### src/rtl/ale_srch_pkg.sv
package ale_srch_pkg;
   // Entry word layout (packed, MSB first)
   localparam int unsigned MAC_W      = 48;
   localparam int unsigned VID_W      = 12;
   localparam int unsigned ENTRY_BITS = 64;
   localparam int unsigned MCAST_BIT  = 40;

   // Entry type codes
   localparam logic [1:0] ET_FREE  = 2'd0;
   localparam logic [1:0] ET_ADDR  = 2'd1;
   localparam logic [1:0] ET_VLAN  = 2'd2;
   localparam logic [1:0] ET_VADDR = 2'd3;

   // Learned-address kinds
   localparam logic [1:0] K_PERSIST   = 2'd0;
   localparam logic [1:0] K_UNTOUCHED = 2'd1;
   localparam logic [1:0] K_OUI       = 2'd2;
   localparam logic [1:0] K_TOUCHED   = 2'd3;

   // Candidate tiers, in priority order
   localparam int unsigned NUM_TIERS = 3;
   localparam int unsigned T_MATCH   = 0;
   localparam int unsigned T_FREE    = 1;
   localparam int unsigned T_AGE     = 2;
   localparam logic [1:0]  TIER_NONE = 2'd3;

   typedef struct packed {
      logic [1:0]       kind;
      logic [1:0]       etype;
      logic [VID_W-1:0] vid;
      logic [MAC_W-1:0] mac;
   } entry_t;
endpackage

### src/rtl/ale_srch_classify.sv
module ale_srch_classify
   import ale_srch_pkg::*;
#(
   parameter int unsigned ENTRY_W = 64
) (
   input  logic [ENTRY_W-1:0]   entry_i,
   input  logic                 vlan_only_i,
   input  logic [MAC_W-1:0]     mac_i,
   input  logic [VID_W-1:0]     vid_i,
   input  logic                 use_vid_i,
   output logic [NUM_TIERS-1:0] hit_o
);
   localparam int unsigned OCTETS = MAC_W / 8;

   entry_t            ent;
   logic [OCTETS-1:0] oct_eq;
   logic [VID_W-1:0]  cmp_vid;
   logic              is_addr;
   logic              addr_match;
   logic              vlan_match;
   logic              dyn_kind;

   assign ent = entry_t'(entry_i[ENTRY_BITS-1:0]);

   for (genvar o = 0; o < OCTETS; o++) begin : g_oct
      assign oct_eq[o] = (ent.mac[o*8 +: 8] == mac_i[o*8 +: 8]);
   end

   assign is_addr    = (ent.etype == ET_ADDR) || (ent.etype == ET_VADDR);
   assign cmp_vid    = use_vid_i ? vid_i : '0;
   assign addr_match = is_addr && (ent.vid == cmp_vid) && (&oct_eq);
   assign vlan_match = (ent.etype == ET_VLAN) && (ent.vid == vid_i);
   assign dyn_kind   = (ent.kind == K_UNTOUCHED) || (ent.kind == K_TOUCHED);

   assign hit_o[T_MATCH] = vlan_only_i ? vlan_match : addr_match;
   assign hit_o[T_FREE]  = (ent.etype == ET_FREE);
   assign hit_o[T_AGE]   = is_addr && !ent.mac[MCAST_BIT] && dyn_kind;
endmodule

### src/rtl/ale_srch_first.sv
module ale_srch_first #(
   parameter int unsigned IDX_W = 4
) (
   input  logic             clk_i,
   input  logic             rst_ni,
   input  logic             clear_i,
   input  logic             valid_i,
   input  logic             hit_i,
   input  logic [IDX_W-1:0] idx_i,
   output logic             found_o,
   output logic [IDX_W-1:0] idx_o
);
   logic             found_q;
   logic [IDX_W-1:0] idx_q;

   always_ff @(posedge clk_i or negedge rst_ni) begin
      if (!rst_ni) begin
         found_q <= 1'b0;
         idx_q   <= '0;
      end else if (clear_i) begin
         found_q <= 1'b0;
         idx_q   <= '0;
      end else if (valid_i && hit_i && !found_q) begin
         found_q <= 1'b1;
         idx_q   <= idx_i;
      end
   end

   assign found_o = found_q;
   assign idx_o   = idx_q;
endmodule

### src/rtl/ale_srch_seq.sv
module ale_srch_seq #(
   parameter int unsigned DEPTH  = 16,
   parameter int unsigned RD_LAT = 1,
   parameter int unsigned IDX_W  = 4
) (
   input  logic             clk_i,
   input  logic             rst_ni,
   input  logic             start_i,
   output logic             busy_o,
   output logic             accept_o,
   output logic             rd_en_o,
   output logic [IDX_W-1:0] rd_idx_o,
   output logic             ret_valid_o,
   output logic [IDX_W-1:0] ret_idx_o,
   output logic             ret_last_o,
   output logic             done_o
);
   localparam logic [IDX_W-1:0] LAST_IDX = IDX_W'(DEPTH - 1);

   typedef enum logic [1:0] {S_IDLE, S_SCAN, S_DRAIN} st_e;

   st_e              st_q, st_d;
   logic [IDX_W-1:0] cnt_q, cnt_d;
   logic             done_q;
   logic             issue_last;
   logic             ret_end;

   assign rd_en_o    = (st_q == S_SCAN);
   assign rd_idx_o   = cnt_q;
   assign issue_last = rd_en_o && (cnt_q == LAST_IDX);
   assign ret_end    = ret_valid_o && ret_last_o;
   assign busy_o     = (st_q != S_IDLE);
   assign done_o     = done_q;

   always_comb begin
      st_d     = st_q;
      cnt_d    = cnt_q;
      accept_o = 1'b0;
      case (st_q)
         S_IDLE: begin
            if (start_i) begin
               accept_o = 1'b1;
               st_d     = S_SCAN;
               cnt_d    = '0;
            end
         end
         S_SCAN: begin
            cnt_d = cnt_q + 1'b1;
            if (issue_last) begin
               cnt_d = '0;
               st_d  = ret_end ? S_IDLE : S_DRAIN;
            end
         end
         S_DRAIN: begin
            if (ret_end) st_d = S_IDLE;
         end
         default: st_d = S_IDLE;
      endcase
   end

   always_ff @(posedge clk_i or negedge rst_ni) begin
      if (!rst_ni) begin
         st_q   <= S_IDLE;
         cnt_q  <= '0;
         done_q <= 1'b0;
      end else begin
         st_q   <= st_d;
         cnt_q  <= cnt_d;
         done_q <= ret_end;
      end
   end

   // Return path: align the index with the table's read latency
   if (RD_LAT == 0) begin : g_comb_rd
      assign ret_valid_o = rd_en_o;
      assign ret_idx_o   = rd_idx_o;
      assign ret_last_o  = issue_last;
   end else begin : g_pipe_rd
      logic [RD_LAT-1:0] vld_q;
      logic [RD_LAT-1:0] lst_q;
      logic [IDX_W-1:0]  ix_q [RD_LAT];

      always_ff @(posedge clk_i or negedge rst_ni) begin
         if (!rst_ni) begin
            vld_q <= '0;
            lst_q <= '0;
            for (int k = 0; k < RD_LAT; k++) ix_q[k] <= '0;
         end else begin
            vld_q[0] <= rd_en_o;
            lst_q[0] <= issue_last;
            ix_q[0]  <= rd_idx_o;
            for (int k = 1; k < RD_LAT; k++) begin
               vld_q[k] <= vld_q[k-1];
               lst_q[k] <= lst_q[k-1];
               ix_q[k]  <= ix_q[k-1];
            end
         end
      end

      assign ret_valid_o = vld_q[RD_LAT-1];
      assign ret_last_o  = lst_q[RD_LAT-1];
      assign ret_idx_o   = ix_q[RD_LAT-1];
   end
endmodule

### src/rtl/ale_srch_engine.sv
module ale_srch_engine
   import ale_srch_pkg::*;
#(
   parameter int unsigned  DEPTH   = 16,
   parameter int unsigned  ENTRY_W = 64,
   parameter int unsigned  RD_LAT  = 1,
   localparam int unsigned IDX_W   = (DEPTH > 1) ? $clog2(DEPTH) : 1
) (
   input  logic               clk_i,
   input  logic               rst_ni,
   input  logic               start_i,
   input  logic               vlan_only_i,
   input  logic [47:0]        mac_i,
   input  logic [11:0]        vid_i,
   input  logic               use_vid_i,
   output logic               busy_o,
   output logic               tbl_rd_en_o,
   output logic [IDX_W-1:0]   tbl_rd_idx_o,
   input  logic [ENTRY_W-1:0] tbl_rd_data_i,
   output logic               done_o,
   output logic [1:0]         tier_o,
   output logic [IDX_W-1:0]   idx_o,
   output logic               full_o
);
   // Elaboration-time parameter checks
   if (DEPTH < 2) begin : g_chk_depth
      $error("ale_srch_engine: DEPTH must be at least 2");
   end
   if (ENTRY_W < ENTRY_BITS) begin : g_chk_width
      $error("ale_srch_engine: ENTRY_W too small for the entry layout");
   end
   if (RD_LAT > 4) begin : g_chk_lat
      $error("ale_srch_engine: RD_LAT above 4 not supported");
   end

   logic             accept;
   logic             ret_valid;
   logic             ret_last;
   logic [IDX_W-1:0] ret_idx;

   // Request captured at accept so inputs may change during the scan
   logic             req_vlan_only_q;
   logic [MAC_W-1:0] req_mac_q;
   logic [VID_W-1:0] req_vid_q;
   logic             req_use_vid_q;

   logic [NUM_TIERS-1:0] hit;
   logic [NUM_TIERS-1:0] found;
   logic [IDX_W-1:0]     cand_idx [NUM_TIERS];

   always_ff @(posedge clk_i or negedge rst_ni) begin
      if (!rst_ni) begin
         req_vlan_only_q <= 1'b0;
         req_mac_q       <= '0;
         req_vid_q       <= '0;
         req_use_vid_q   <= 1'b0;
      end else if (accept) begin
         req_vlan_only_q <= vlan_only_i;
         req_mac_q       <= mac_i;
         req_vid_q       <= vid_i;
         req_use_vid_q   <= use_vid_i;
      end
   end

   ale_srch_seq #(
      .DEPTH  (DEPTH),
      .RD_LAT (RD_LAT),
      .IDX_W  (IDX_W)
   ) u_seq (
      .clk_i       (clk_i),
      .rst_ni      (rst_ni),
      .start_i     (start_i),
      .busy_o      (busy_o),
      .accept_o    (accept),
      .rd_en_o     (tbl_rd_en_o),
      .rd_idx_o    (tbl_rd_idx_o),
      .ret_valid_o (ret_valid),
      .ret_idx_o   (ret_idx),
      .ret_last_o  (ret_last),
      .done_o      (done_o)
   );

   ale_srch_classify #(
      .ENTRY_W (ENTRY_W)
   ) u_cls (
      .entry_i     (tbl_rd_data_i),
      .vlan_only_i (req_vlan_only_q),
      .mac_i       (req_mac_q),
      .vid_i       (req_vid_q),
      .use_vid_i   (req_use_vid_q),
      .hit_o       (hit)
   );

   for (genvar t = 0; t < NUM_TIERS; t++) begin : g_tier
      ale_srch_first #(
         .IDX_W (IDX_W)
      ) u_first (
         .clk_i   (clk_i),
         .rst_ni  (rst_ni),
         .clear_i (accept),
         .valid_i (ret_valid),
         .hit_i   (hit[t]),
         .idx_i   (ret_idx),
         .found_o (found[t]),
         .idx_o   (cand_idx[t])
      );
   end

   // Tier priority: match, then free, then evictable
   always_comb begin
      tier_o = TIER_NONE;
      idx_o  = '0;
      for (int t = NUM_TIERS - 1; t >= 0; t--) begin
         if (found[t]) begin
            tier_o = 2'(t);
            idx_o  = cand_idx[t];
         end
      end
   end

   assign full_o = (tier_o == TIER_NONE);

   logic unused_last;
   assign unused_last = ret_last;
endmodule

### config.mk
export PLATFORM = sky130hd
export DESIGN_NAME = ale_srch_engine
export DESIGN_NICKNAME = d
export VERILOG_FILES = /design/src/rtl/ale_srch_pkg.sv /design/src/rtl/ale_srch_classify.sv /design/src/rtl/ale_srch_first.sv /design/src/rtl/ale_srch_seq.sv /design/src/rtl/ale_srch_engine.sv
export SDC_FILE = /design/constraint.sdc
export NUM_CORES = 1
export LEC_CHECK = 0
export ABC_AREA = 1
export CORE_MARGIN = 5
export CORE_UTILIZATION = 48
export DETAILED_ROUTE_END_ITERATION = 16
export PLACE_DENSITY = 0.83
export SYNTH_ARGS = -nofsm -noshare
export SYNTH_HDL_FRONTEND = slang
export SYNTH_SLANG_ARGS = --single-unit
### constraint.sdc
create_clock -name clk_i -period 2 [get_ports clk_i]
set_input_delay 0.4 -clock clk_i [delete_from_list [all_inputs] [get_ports clk_i]]
set_output_delay 0.4 -clock clk_i [all_outputs]
set_load 0.005 [all_outputs]
### Yosys cells after proc, flatten, opt, wreduce, memory -nomap -nowiden

Index checks and enable logic that the tools add are counted.

| operators by class | value |
|---|---|
| equal/unequal tests | 20 |
| add/sub/neg operators | 1 |
| reductions and logical operators | 29 |
| mux-type cells | 30 |

Operators with widths:

| kind | number |
|---|---|
| 8-bit == test | 6 |
| 4-bit two-way mux | 11 |
| 12-bit == test | 2 |
| 1-bit logical AND | 13 |
| 12-bit two-way mux | 1 |
| 2-bit two-way mux | 6 |
| 2-bit == test, second input constant | 5 |
| 1-bit two-way mux | 10 |
| 2-bit nonzero test | 5 |
| 4-bit one-hot mux with 2 select lines | 1 |
| 2-bit by 1-bit == test with 1-bit output, second input constant | 3 |
| 2-bit one-hot mux with 3 select lines | 1 |
| 6-bit AND reduction | 1 |
| 4-bit by 1-bit adder with 4-bit output, second input constant | 1 |
| 4-bit == test, second input constant | 1 |
| 1-bit zero test | 4 |
| 2-bit zero test | 2 |
| 2-bit inequality test, second input constant | 2 |
| 3-bit AND reduction | 1 |
| 1-bit logical OR | 2 |
| 2-bit by 1-bit inequality test with 1-bit output, second input constant | 1 |
| 2-bit AND reduction | 1 |

| storage, ports and cells | value |
|---|---|
| output and inout bits | 14 |
| bits in registers | 90 |
| logic and storage cells | 96 |
| input port bits | 129 |

### Logic depth before layout (Yosys ltp)

Gate-level depths: netlist of run 1.

| logic depth | value |
|---|---|
| depth after elaboration | 9 |
| gate-level depth with buffers | 13 |
| mapped depth without buffers | 13 |

### By module

A second synthesis of run 1 with hierarchy kept.

| unflattened totals | value |
|---|---|
| cell total of the unflattened synthesis | 723 |
| area, all modules | 4988.5 µm² |

By module, submodules not included:

| module | sequential area each (µm²) | cells an instance | times used | area an instance (µm²) |
|---|---|---|---|---|
| ale_srch_engine | 1551.5 | 283 | 1 | 2528.7 |
| ale_srch_classify | 0.0 | 322 | 1 | 1297.5 |
| ale_srch_first | 125.1 | 23 | 3 | 220.2 |
| ale_srch_seq | 325.3 | 49 | 1 | 501.7 |

### Worst setup path after synthesis of run 1

No wires, ideal clock.

| timing | value |
|---|---|
| path type | register -> register |
| from | register req_use_vid_q |
| to | register g_tier[0].u_first.idx_q[0] |
| data required time | 1.883 ns |
| slack | 0.544 ns |
| arrival | 1.338 ns |
| buffers on the path | 1 |
| library setup time | 0.117 ns |
| cell stages (with the launch flop) | 12 |
| clock period less this slack | 1.456 ns |
| cells stage by stage | dfrtp_1 buf_6 nand2_1 xnor2_1 nor2_1 nand2_1 nor2_1 nand3_1 nand2_2 nand3_4 nand3_1 nand2_1 |

| on the way | value |
|---|---|
| cells in the longest elaborated chain, start to end | 8 |

RTL lines:

| what | line | RTL |
|---|---|---|
| from (decl) | ale_srch_engine.sv:45 | `logic req_use_vid_q;` |
| from (signal assigned) | ale_srch_engine.sv:61 | `req_use_vid_q <= use_vid_i;` |
| 12-bit two-way mux | ale_srch_classify.sv:30 | `assign cmp_vid = use_vid_i ? vid_i : '0;` |
| 12-bit == test | ale_srch_classify.sv:31 | `assign addr_match = is_addr && (ent.vid == cmp_vid) && (&oct_eq);` |
| 1-bit logical AND (2 in a row) | ale_srch_classify.sv:31 |  |
| 1-bit two-way mux | ale_srch_classify.sv:35 | `assign hit_o[T_MATCH] = vlan_only_i ? vlan_match : addr_match;` |
| 1-bit logical AND (2 in a row) | ale_srch_first.sv:23 | `end else if (valid_i && hit_i && !found_q) begin` |
| 2-bit nonzero test (no source line) | - |  |
| to (signal assigned) | ale_srch_first.sv:25 | `idx_q <= idx_i;` |
| to (decl) | ale_srch_first.sv:14 | `logic [IDX_W-1:0] idx_q;` |

Every way passes these cells.
A chain may end at the register's enable or synchronous reset.

### Worst setup path in the final report of run 1

| timing | value |
|---|---|
| from | register g_tier[1].u_first.found_q |
| to | output port idx_o[2] |

| on the way | value |
|---|---|
| cells in the longest elaborated chain, start to end | 2 |

RTL lines:

| what | line | RTL |
|---|---|---|
| from (decl) | ale_srch_first.sv:13 | `logic found_q;` |
| from (signal assigned) | ale_srch_first.sv:18 | `found_q <= 1'b0;` |
| from (signal assigned) | ale_srch_first.sv:21 | `found_q <= 1'b0;` |
| from (signal assigned) | ale_srch_first.sv:24 | `found_q <= 1'b1;` |
| 4-bit two-way mux (2 in a row) | ale_srch_engine.sv:114 | `if (found[t]) begin` |
| to (decl) | ale_srch_engine.sv:22 | `output logic [IDX_W-1:0] idx_o,` |

Every way passes these cells.

==> results of run 1 <==
-- cell families (layout without fill, tap and decap cells) --
kind of cell    count (synthesis)  in the layout
compound gates                 62             62
xor+xnor                       18             18
fa+ha+maj                       1              1
buf+inv                       108            261
flops                          90             90
mux                             8              8
simple gates                  377            377
-- worst max-delay path, stage by stage (launching register included) --
cell and delay [ns]:
dfrtp_1 0.43, nor2_4 0.20, a22oi_2 0.07, o21ai_1 0.18, dlygate4sd2_1 0.27
-- worst paths after layout --
check | to | slack, ns | cells after the start
setup / recovery | idx_o[2] | 0.08 | 4
hold / removal | req_mac_q[5]$_DFFE_PN0P_ | 0.43 | 2
setup reg to reg | g_tier[0].u_first.idx_o[3]$_DFFE_PN0P_ | 0.24 | 11
hold reg to reg | u_seq.ret_idx_o[3]$_DFF_PN0_ | 0.47 | 0
max in group asynchronous | g_tier[0].u_first.found_o$_DFFE_PN0P_ | 0.94 | 3
min in group clk_i | u_seq.ret_idx_o[3]$_DFF_PN0_ | 0.47 | 0
-- placed cells by master (no fill, tap or decap), types with 2 or more instances in the layout --
master	n
o21ai_1	4
nand2_2	3
a21oi_1	4
or2_2	2
clkbuf_8	9
buf_4	13
nor3_1	4
nor2_1	73
buf_12	2
clkinvlp_4	2
bufinv_16	2
nand2_1	269
dlygate4sd2_1	6
inv_1	87
a22oi_2	4
dfrtp_2	2
inv_2	2
nand4_1	8
nand3_1	14
clkinv_4	2
mux2_2	8
dfrtp_1	88
o21ai_0	46
xor2_1	5
xnor2_1	13
clkdlybuf4s50_1	133
-- metrics by stage --
| step | TNS (ns) | util, % | total power [W] | instances | area, um^2 |
|---|---|---|---|---|---|
| after floorplan | 0 | - | 0.00498 | 664 | 4760 |
| after global placement | -0.504 | 65.5 | 0.00597 | 932 | 6370 |
| after detailed placement | -0.709 | 65.5 | 0.00615 | 932 | 6370 |
| after CTS | 0 | 68.0 | 0.00756 | 950 | 6620 |
| after global routing | -0.0110 | 68.2 | 0.00820 | 950 | 6640 |
| final | 0 | 68.2 | 0.00756 | 950 | 6640 |
-- power groups by stage --
stage	combinational (W)	sequential [W]	clock, W
after CTS	0.00291	0.00322	0.00143
after global routing	0.00334	0.00335	0.00151
after floorplan	0.00193	0.00305	0
after global placement	0.00279	0.00318	0
final	0.00291	0.00324	0.00141
after detailed placement	0.00291	0.00324	0
-- state kept, by name, summed over array words and instances (netlist names) --
register / cells
req_mac_q: 48
u_seq.ret_valid_o: 1
req_use_vid_q: 1
req_vid_q: 12
u_seq.st_q: 2
u_seq.ret_idx_o: 4
g_tier.u_first.idx_o: 12
u_seq.rd_idx_o: 4
u_seq.ret_last_o: 1
g_tier.u_first.found_o: 3
u_seq.done_o: 1
req_vlan_only_q: 1
-- layout make-up --
cell class,instances,share of cell area [%]
Sequential cell,90,34.0
Multi-Input combinational cell,466,31.9
Timing Repair Buffer,156,23.3
Inverter,89,5.03
Tap cell,133,2.51
Clock buffer,9,1.87
Clock inverter,7,1.53
-- layer usage --
layer | track usage (%) | vias up | part of all wire (%)
met2 | 37.9 | 152 | 49
met4 | 11.3 | 0 | 3.8
met3 | 2.94 | 38 | 5.1
met5 | 0 | - | 0
li1 | - | 2319 | -
met1 | 26.9 | 2122 | 42
-- repair_timing --
| item | 4_1_cts | 5_1_grt |
|---|---|---|
| hold buffers | 1 | 0 |
| buffers inserted | 1 | 0 |
| setup endpoints to repair | 6 | 9 |
| gates cloned | 0 | 0 |
| gates resized for setup | 13 | 6 |
| hold endpoints to repair | 12 | 0 |
==> flow_metrics.py, run 1 <==
metrics = {
    "detailed_routing": {
        "wl_um": 12600,
        "via_per_inst": 4.87,
        "wl_per_cell_um": 13.3,
        "drt-pass1-iter-count": 5,
        "drt_iter0_markers": 315,
        "vias": 4631,
        "drc": 0,
        "drt.antenna.violating_nets": 0,
    },
    "floorplanning": {
        "io_pins": 143,
        "row_count": 36,
        "core_region_area_um2": 9730,
        "die_w_um": 110,
        "die_h_um": 110,
        "initial_core_util_pct": 48.9,
        "die_area_um2": 12000,
    },
    "yosys": {
        "ys_dominant_reg_cell": "dfrtp_1",
        "synth-simple-area-share_pct": 31.4,
        "yosys.area_share.adder_pct": 0.263,
        "async_flop_share_pct": 100,
        "syn_inst": 664,
        "yosysTopAreaCellShare_pct": 47.3,
        "muxShareOfSynthArea_pct": 1.89,
        "yosysWarnings": 0,
        "synth.area.top_cells": "dfrtp_1, nand2_1, inv_1, nor2_1, o21ai_0",
        "seq_area_frac_synth_pct": 47.3,
        "synth_fp_nets": 794,
        "synth_most_common_cell": "nand2_1",
        "yosys-top-cells-count": "nand2_1, dfrtp_1, inv_1",
        "yosys.area.top_type": "dfrtp_1",
        "yosysUniqueCellTypes": 28,
        "synth_top_family_by_area": "simple AND/OR/NAND/NOR gates",
        "synth_xor_area_share_pct": 3.31,
        "ys_seq_elements": 90,
        "syn_area_um2": 4760,
        "syn_area_per_cell_um2": 7.17,
        "synth_compound_area_share_pct": 6.96,
        "synth_edf_count": 0,
    },
    "cts": {
        "htreeDepth": 3,
        "cts_tree": "built",
        "cts_made_buffers": 9,
        "root_buffer": "clkbuf_8",
        "cts_sinks": 90,
        "clockBufferDepth": 2,
        "clock_latency_ns": 0.37,
        "clkTransAtPathRegs_ns": 0.10,
    },
    "final_layout": {
        "antenna_cells": 0,
        "seq_area_um2": 2250,
        "fillCellCount": 826,
        "synthToLayoutAreaGrowth_pct": 39.5,
        "fin_nets": 942,
        "multi_input_area_um2": 2120,
        "drive_above_1_share_pct": 6.85,
    },
    "power": {
        "ir_drop_mv": 0.572,
        "seqPwrFrac_pct": 42.8,
        "p_comb_share_pct": 38.5,
        "swShare_pct": 37.5,
        "clock_power_share_pct": 18.7,
        "p_int_w": 0.00473,
        "switchingPower_w": 0.00283,
        "power_density_nw_per_um2": 1140,
        "p_leak_nw": 3.35,
    },
    "sta": {
        "slew_headroom_pct": 76.1,
        "finalCritPeriodShare_pct": 95.9,
        "min_period_ns": 1.92,
        "fin_ws_ns": 0.0825,
        "tightest_slew_ns": 0.358,
        "slew_violations": 0,
        "max_freq_ghz": 0.522,
        "holdWs_ns": 0.429,
        "finalHoldViolations": 0,
        "setup_violations": 0,
        "finalClockSkew_ns": 0.0134,
    },
    "grt": {
        "grt_antenna_before_repair": 0,
        "grt_pass1_vias": 4704,
        "grt.overflow.total": 0,
        "track_usage_pct": 22.0,
        "grt_pass1_wl_um": 20700,
        "grt_max_degree": 53,
    },
    "placement": {
        "port-buffer-count": 141,
        "gp_congestion": 0.831,
        "hpwl_um": 9750,
        "dp_slack_ns": -0.161,
    },
    "critical_path": {
        "crit_path_start": "g_tier[1].u_first.found_o$_DFFE_PN0P_",
        "cp-start-kind": "register",
        "crit_fanout": 5,
        "critPathRequiredTime_ns": 1.60,
        "timing_worst_setup_path_type": "reg2out",
        "cp.arrival_ns": 1.52,
        "cp-end-kind": "primary output",
        "reg2reg_from": "req_use_vid_q$_DFFE_PN0P_",
    },
    "run_status": {
        "outcome": "completed",
    },
    "hold_path": {
        "hold_path.class": "in2async",
    },
    "flow_run": {
        "maxCapViolCount": 0,
    },
}
Power figures use the tool's default switching activity.
==> inputs of run 2 (changes only) <==
--- a/config.mk
+++ b/config.mk
@@ -8,8 +8,10 @@
 export ABC_AREA = 1
 export CORE_MARGIN = 5
 export CORE_UTILIZATION = 48
+export CTS_CLUSTER_DIAMETER = 120
 export DETAILED_ROUTE_END_ITERATION = 16
 export PLACE_DENSITY = 0.83
+export SKIP_CTS_REPAIR_TIMING = 1
 export SYNTH_ARGS = -nofsm -noshare
 export SYNTH_HDL_FRONTEND = slang
 export SYNTH_SLANG_ARGS = --single-unit
==> flow_metrics.py, run 2 (synthesis gave the netlist of run 1 again) <==
metrics = {
    "run_status": {
        "outcome": "completed",
    },
    "sta": {
        "finalHoldViolations": 0,
        "tightest_slew_ns": 0.391,
        "max_freq_ghz": 0.520,
        "slew_headroom_pct": 74.0,
        "finalCritPeriodShare_pct": 96.2,
        "min_period_ns": 1.92,
        "finalClockSkew_ns": 0.0137,
        "slew_violations": 0,
        "setup_violations": 0,
    },
    "floorplanning": {
        "die_area_um2": 12000,
        "io_pins": 143,
        "die_h_um": 110,
        "row_count": 36,
        "initial_core_util_pct": 48.9,
        "die_w_um": 110,
        "core_region_area_um2": 9730,
    },
    "cts": {
        "htreeDepth": 3,
        "cts_tree": "built",
        "cts_made_buffers": 9,
        "cts_sinks": 90,
        "root_buffer": "clkbuf_8",
        "clockBufferDepth": 2,
        "clock_latency_ns": 0.37,
        "clkTransAtPathRegs_ns": 0.10,
    },
    "critical_path": {
        "cp-end-kind": "primary output",
        "critPathRequiredTime_ns": 1.60,
        "cp.arrival_ns": 1.52,
        "cp-start-kind": "register",
        "crit_fanout": 4,
        "timing.reg2reg.setup_slack_ns": 0.18,
        "timing_worst_setup_path_type": "reg2out",
    },
    "placement": {
        "port-buffer-count": 141,
        "gp_congestion": 0.831,
        "placed_cells": 932,
        "hpwl_um": 9750,
    },
    "final_layout": {
        "largest_reg_flops": 48,
        "drive_above_1_share_pct": 6.48,
        "fin_nets": 943,
        "final_cell_mix": "nand2_1, clkdlybuf4s50_1, dfrtp_1, inv_1, nor2_1",
        "seq_area_um2": 2250,
        "final_util_pct": 68.3,
        "synthToLayoutAreaGrowth_pct": 39.6,
        "fillCellCount": 817,
        "largest-register": "req_mac_q",
        "final_common_cell": "nand2_1",
        "multi_input_area_um2": 2100,
        "antenna_cells": 0,
        "layout.cells.non_filler": 951,
    },
    "detailed_routing": {
        "drc": 0,
        "drt-pass1-iter-count": 8,
        "wl_per_cell_um": 13.4,
        "vias": 4635,
        "wl_um": 12700,
        "via_per_inst": 4.87,
        "drt_iter0_markers": 277,
        "drt.antenna.violating_nets": 0,
    },
    "grt": {
        "grt_pass1_wl_um": 20600,
        "grt_antenna_before_repair": 0,
        "grt.overflow.total": 0,
        "grt_pass1_vias": 4701,
        "grt_max_degree": 53,
        "track_usage_pct": 21.9,
    },
    "flow_run": {
        "maxCapViolCount": 0,
    },
    "power": {
        "power_density_nw_per_um2": 1140,
        "p_leak_nw": 3.41,
        "ir_drop_mv": 0.570,
        "power.total_w": 0.00758,
    },
    "hold_path": {
        "hold_path.class": "in2async",
    },
}
## run 2: changes by cell type in the layout (fill, tap and decap cells not counted), sizes merged
cell,previous run,this run
dlygate4sd2,6,0
dlymetal6s2s,1,6
buf,15,16
clkdlybuf4s50,133,134
## run 2: worst paths after layout
check	start	to	cells past startpoint
setup / recovery	g_tier[2].u_first.found_o$_DFFE_PN0P_	tier_o[0]	4
max in group asynchronous	rst_ni	g_tier[0].u_first.found_o$_DFFE_PN0P_	3
hold / removal	rst_ni	req_mac_q[5]$_DFFE_PN0P_	2
hold reg to reg	u_seq.rd_idx_o[3]$_DFFE_PN0P_	u_seq.ret_idx_o[3]$_DFF_PN0_	0
min in group clk_i	u_seq.rd_idx_o[3]$_DFFE_PN0P_	u_seq.ret_idx_o[3]$_DFF_PN0_	0
setup reg to reg	req_use_vid_q$_DFFE_PN0P_	g_tier[0].u_first.idx_o[2]$_DFFE_PN0P_	11
## run 2: metal layers
layer  GRT usage [%]  vias to the layer above  part of all wire [%]
met5               0                        -                     0
met4            11.1                        0                   3.9
met3            2.94                       38                   5.6
met2            37.8                      166                    50
met1            26.8                     2111                    41
li1                -                     2320                     -
## run 2: where the power goes
part	switching (W)	internal, W	leakage [nW]
Combinational	0.00151	0.00142	2.18
Clock	0.000705	0.000712	0.106
Sequential	0.000610	0.00262	1.12
Total	0.00283	0.00475	3.41
## run 2: worst max-delay path, cell delays in order, from the launching register on
cell and delay, ns:
dfrtp_1 0.41, inv_2 0.10, nor2_4 0.06, nor2_1 0.08, clkdlybuf4s50_1 0.51
## run 2: final cells by class
| cell class | count | share of cell area, % |
|---|---|---|
| sequential | 90 | 33.9 |
| timing repair buffer | 157 | 23.6 |
| multi-input combinational | 466 | 31.5 |
| clock buffer | 9 | 1.86 |
| tap | 133 | 2.50 |
| inverter | 89 | 5.03 |
| clock inverter | 7 | 1.52 |
## run 2: per-stage QoR
stage	setup TNS, ns	hold slack [ns]	worst slack [ns]	instance area (um^2)
after floorplan	0	0.104	0.544	4760
after global placement	-0.504	0.275	-0.113	6370
after detailed placement	-0.709	0.281	-0.161	6370
after CTS	-1.76	-0.132	-0.440	6600
after global routing	-0.0450	0.433	-0.0352	6650
final	0	0.426	0.0761	6650
